==> src/rtl/dmc_victim.sv <==
module dmc_victim #(
  parameter int IDX_W    = 6,
  parameter int VB_DEPTH = 4
) (
  input  logic        clk,
  input  logic        rst,
  input  logic        req_valid,
  input  logic [23:0] req_addr,
  output logic        req_ready,
  output logic        rsp_valid,
  output logic [7:0]  rsp_byte,
  output logic        rsp_pri_hit,
  output logic        rsp_vic_hit,
  output logic        rsp_miss,
  output logic        mem_req_valid,
  output logic [21:0] mem_req_blk,
  input  logic        mem_rsp_valid,
  input  logic [31:0] mem_rsp_data
);
  localparam int LINES = 1 << IDX_W;
  localparam int TAG_W = 22 - IDX_W;
  localparam int VB_W  = $clog2(VB_DEPTH);

  typedef enum logic [1:0] {S_IDLE, S_VCHK, S_FETCH} state_t;
  state_t state;

  logic [23:0]      a_q;
  logic [LINES-1:0] p_v;
  logic [TAG_W-1:0] p_tag [LINES];
  logic [31:0]      p_dat [LINES];

  logic [VB_DEPTH-1:0] vb_v;
  logic [21:0]         vb_blk [VB_DEPTH];
  logic [31:0]         vb_dat [VB_DEPTH];
  logic [VB_W-1:0]     vb_ptr;

  function automatic logic [7:0] pick(input logic [31:0] w, input logic [1:0] b);
    return w[{b, 3'b000} +: 8];
  endfunction

  wire [IDX_W-1:0] in_idx = req_addr[IDX_W+1:2];
  wire [TAG_W-1:0] in_tag = req_addr[23:IDX_W+2];
  wire             pri_hit_in = p_v[in_idx] && (p_tag[in_idx] == in_tag);

  wire [21:0]      q_blk = a_q[23:2];
  wire [IDX_W-1:0] q_idx = a_q[IDX_W+1:2];
  wire [TAG_W-1:0] q_tag = a_q[23:IDX_W+2];

  wire        old_v   = p_v[q_idx];
  wire [21:0] old_blk = {p_tag[q_idx], q_idx};
  wire [31:0] old_dat = p_dat[q_idx];

  logic [VB_DEPTH-1:0] vb_match;
  for (genvar k = 0; k < VB_DEPTH; k++) begin : g_cmp
    assign vb_match[k] = vb_v[k] && (vb_blk[k] == q_blk);
  end

  wire vb_hit  = |vb_match;
  wire vb_full = &vb_v;

  logic [VB_W-1:0] vb_sel, ins_slot;
  always_comb begin
    vb_sel   = '0;
    ins_slot = vb_ptr;
    for (int k = VB_DEPTH - 1; k >= 0; k--) begin
      if (vb_match[k]) vb_sel = VB_W'(k);
      if (!vb_v[k])    ins_slot = VB_W'(k);
    end
  end

  wire [VB_W-1:0] ptr_nxt = (vb_ptr == VB_W'(VB_DEPTH - 1)) ? '0 : vb_ptr + 1'b1;

  assign req_ready     = (state == S_IDLE);
  assign mem_req_valid = (state == S_FETCH);
  assign mem_req_blk   = q_blk;

  always_ff @(posedge clk) begin
    rsp_valid   <= 1'b0;
    rsp_pri_hit <= 1'b0;
    rsp_vic_hit <= 1'b0;
    rsp_miss    <= 1'b0;
    if (rst) begin
      state  <= S_IDLE;
      p_v    <= '0;
      vb_v   <= '0;
      vb_ptr <= '0;
    end else begin
      case (state)
        S_IDLE: if (req_valid) begin
          a_q <= req_addr;
          if (pri_hit_in) begin
            rsp_valid   <= 1'b1;
            rsp_pri_hit <= 1'b1;
            rsp_byte    <= pick(p_dat[in_idx], req_addr[1:0]);
          end else begin
            state <= S_VCHK;
          end
        end
        S_VCHK: if (vb_hit) begin
          p_v[q_idx]     <= 1'b1;
          p_tag[q_idx]   <= q_tag;
          p_dat[q_idx]   <= vb_dat[vb_sel];
          vb_v[vb_sel]   <= old_v;
          vb_blk[vb_sel] <= old_blk;
          vb_dat[vb_sel] <= old_dat;
          rsp_valid      <= 1'b1;
          rsp_vic_hit    <= 1'b1;
          rsp_byte       <= pick(vb_dat[vb_sel], a_q[1:0]);
          state          <= S_IDLE;
        end else begin
          state <= S_FETCH;
        end
        S_FETCH: if (mem_rsp_valid) begin
          p_v[q_idx]   <= 1'b1;
          p_tag[q_idx] <= q_tag;
          p_dat[q_idx] <= mem_rsp_data;
          if (old_v) begin
            vb_v[ins_slot]   <= 1'b1;
            vb_blk[ins_slot] <= old_blk;
            vb_dat[ins_slot] <= old_dat;
            if (vb_full) vb_ptr <= ptr_nxt;
          end
          rsp_valid <= 1'b1;
          rsp_miss  <= 1'b1;
          rsp_byte  <= pick(mem_rsp_data, a_q[1:0]);
          state     <= S_IDLE;
        end
        default: state <= S_IDLE;
      endcase
    end
  end
endmodule

==> config.mk <==
export PLATFORM = sky130hd
export DESIGN_NAME = dmc_victim
export DESIGN_NICKNAME = d
export VERILOG_FILES = /design/src/rtl/dmc_victim.sv
export SDC_FILE = /design/constraint.sdc
export NUM_CORES = 2
export LEC_CHECK = 0
export BUFFER_PORTS_ARGS = -buffer_cell sky130_fd_sc_hd__buf_4
export CAP_MARGIN = 30
export CORE_MARGIN = 2
export CORE_UTILIZATION = 35
export DETAILED_ROUTE_END_ITERATION = 7
export GPL_ROUTABILITY_DRIVEN = 0
export PLACE_DENSITY = 0.54
export SYNTH_ARGS = -nofsm -noshare
export SYNTH_HDL_FRONTEND = slang
export SYNTH_SLANG_ARGS = --single-unit
export TNS_END_PERCENT = 5
==> constraint.sdc <==
create_clock -name clk -period 10.3 [get_ports clk]
set_input_delay 1.03 -clock clk [delete_from_list [all_inputs] [get_ports clk]]
set_output_delay 1.03 -clock clk [all_outputs]
set_load 0.02 [all_outputs]
==> reports/qor.txt <==
top cell type's share of synthesized area - 63.9%
CP Max Fanout - 69
number of max-cap violations - 0
syn avg cell area - 21.6 um^2
TritonCTS Buffers - 367
Power Internal - 24.1 mW
DPL Wire Length - 323 mm
synthesized flop and latch total - 3402
Final setup violation count - 0
Leak - 54.2 nW
HP Class - input pin to flip-flop
top-count cell post-synth - edfxtp_1
Buf/Inv on CP - 2
Final Slew Violations - 0
die width - 672 um
wire per inst - 41.2 um
GRT Total Usage - 24.6%
CTS tree - yes
synth cell count leaders - edfxtp_1, mux4_2, clkbuf_1, nor2_1, mux2i_1
CP Launch Type - flip-flop
worst hold slack - 295 ps
row cnt - 245
Max-slew headroom - 27.0%
min cycle time layout - 6560 ps
setup TNS - 0 ps
share of cells above drive strength 1 - 39.5%
RSZ-0062 raised after global routing - no
Final nets - 7516
clock slew seen by the registers of the worst setup and hold paths - 60 ps
vias in the first global route - 87300
initial antenna violation count - 30
Worst-Margin Slew - 1090 ps
number of iterations in the first detailed-routing pass - 6
Hold Path Sink - a_q[13]$_DFFE_PP_
Final period util - 63.7%
hold_buf cts - 0
R2R Path Start - a_q[23]$_DFFE_PP_
Arr. time, crit path - 7120 ps
sequential power share - 48.2%
Setup Skew - 66.5 ps
Root Buffer - clkbuf_16
Syn Nets - 7277
Net Sw Power - 7.51 mW
Post-Syn Area - 156000 um^2
FF-to-FF End - p_dat[56][26]$_DFFE_PP_
die height - 672 um
worst-skew pair later-pin latency - 970 ps
synth top area cells - edfxtp_1, mux4_2, dfxtp_1
status - finished, final reports clean
die area - 451000 um^2
clock net sink count - 3402
cell family with most CP delay - simple AND/OR/NAND/NOR gates
clock buffer depth - 4
Initial Utilization - 35.1%
min-delay src - req_addr[13]
max incr delay on CP - 940 ps
cells after synthesis - 7212
distinct cell type count after synthesis - 78
CP Capture Type - flip-flop
# resized after CTS - 0
number of synthesized flops with an enable pin - 3320
first-pass GRT wire length - 764 mm
Net Sw Frac - 23.8%
Port Buffer Count - 95
CP Cell Sequence - buf_4 > xnor2_1 > nand4_1 > or4_1 > or3_1 > nand4_1 > a21boi_0 > nor2_1 > nand2_1 > nor2_4 > buf_4
vias per cell - 6.43
Max VDD drop - 0.140 mV
detailed-route via count - 88000
core area - 444000 um^2
combinational share of power - 9.9%
I/O Pins - 96
Crit path depth - 11
reg2reg path depth - 11
final core occ - 40.0%
gr ovfl total - 0
reg-to-reg slack, setup - 3740 ps
synth warn - 0
register area share after synthesis - 65.0%
Post-synth ARST share - 0%
DRT Wirelength - 564 mm
DRC - 0
drt first-iter violations - 14000
Post-DRT Antenna Nets - 0
Clk network pwr share - 42.0%
pwr/cell area - 177 nW/um^2
area grow syn2layout - 14.1%
H-tree levels - 5
Setup CP Type - flip-flop to flip-flop
fmax - 152 MHz
Worst Path Required - 10860 ps
Most used DFF post-synth - edfxtp_1
Hold Vio Cnt, Final - 0
largest net degree at the start of global routing - 140
Critical Path Slowest Stage Cell - nor2_4
setup bufs post-CTS - 0
leading area contributor after synthesis - edfxtp_1
hold path depth - 1
per-stage QoR:
stage / setup slack [ps] / area, um^2 / cells / total power, mW
2_1_floorplan: 3500 / 156000 / 7212 / 17.5
3_5_place_dp: 2950 / 166000 / 13000 / 18.6
4_1_cts: 3840 / 178000 / 13700 / 31.7
5_1_grt: 3590 / 178000 / 13700 / 32.3
6_report: 3740 / 178000 / 13700 / 31.6
3_3_place_gp: 2950 / 165000 / 13000 / 18.6
worst max path at each step:
stage / from / to
floorplan: a_q[16]$_DFFE_PP_ / p_dat[0][10]$_DFFE_PP_
global placement: req_addr[2] / rsp_byte[4]$_DFFE_PP_
detailed placement: req_addr[2] / rsp_byte[4]$_DFFE_PP_
CTS: a_q[19]$_DFFE_PP_ / p_tag[40][4]$_DFFE_PP_
global route: a_q[23]$_DFFE_PP_ / p_dat[56][26]$_DFFE_PP_
finish: a_q[23]$_DFFE_PP_ / p_dat[56][26]$_DFFE_PP_
cells in the final DEF (no fill, tap or decap), drive strengths merged, types with 8 or more instances in the layout:
master / instances
a211oi: 28
a21o: 13
a21oi: 98
a221oi: 17
a22oi: 63
a31oi: 9
and2: 10
buf: 423
bufinv: 35
clkbuf: 450
clkinv: 167
dfxtp: 82
diode: 9
edfxtp: 3320
inv: 35
mux2: 50
mux2i: 138
mux4: 1929
nand2: 126
nand2b: 25
nand3: 18
nand4: 33
nor2: 238
nor2b: 22
nor3: 17
nor4: 27
o211ai: 16
o21ai: 54
o22a: 17
o22ai: 42
o31ai: 8
or3: 9
or3b: 9
xnor2: 61
xor2: 38
sequential cells by signal (all words and copies together) (netlist names), named ones only:
signal,cells
p_tag,1024
rsp_byte,8
vb_ptr,2
p_dat,2048
p_v,64
rsp_pri_hit,1
rsp_vic_hit,1
rsp_miss,1
vb_blk,88
a_q,24
rsp_valid,1
vb_dat,128
state,2
vb_v,4
cell type report:
class | instances | area (um^2)
antenna | 9 | 22.5
clock buffer | 450 | 9600
sequential | 3402 | 101000
inverter | 27 | 114
fill | 39000 | 266000
tap | 5928 | 7420
clock inverter | 217 | 2220
multi-input combinational | 3230 | 52900
timing repair buffer | 423 | 4390
routing by layer:
metal / global-route usage (%) / share of wire [%] / up-vias
met1: 34.5 / 39 / 48900
met3: 4.76 / 10 / 1024
met4: 9.10 / 4.2 / 10
met5: 0 / 0.014 / -
met2: 38.2 / 46 / 5673
li1: - / - / 32400
cell families after synthesis:
logic type,Yosys count,share of synthesized area (%)
adder cells (fa/ha/maj),5,0.0401
AND/OR/NAND/NOR,567,1.71
XOR/XNOR,99,0.556
buffers and inverters,580,1.64
AO/OA/AOI/OAI,442,1.96
multiplexers,2117,29.1
flip-flops,3402,65.0
power groups by stage:
stage / clock [mW] / sequential (mW) / combinational, mW
floorplan: 0 / 15.5 / 2.00
global route: 13.9 / 15.2 / 3.22
CTS: 13.4 / 15.2 / 3.11
finish: 13.2 / 15.2 / 3.11
detailed placement: 0 / 15.5 / 3.10
global placement: 0 / 15.5 / 3.07
No activity file was read; power rests on OpenSTA's default activity.
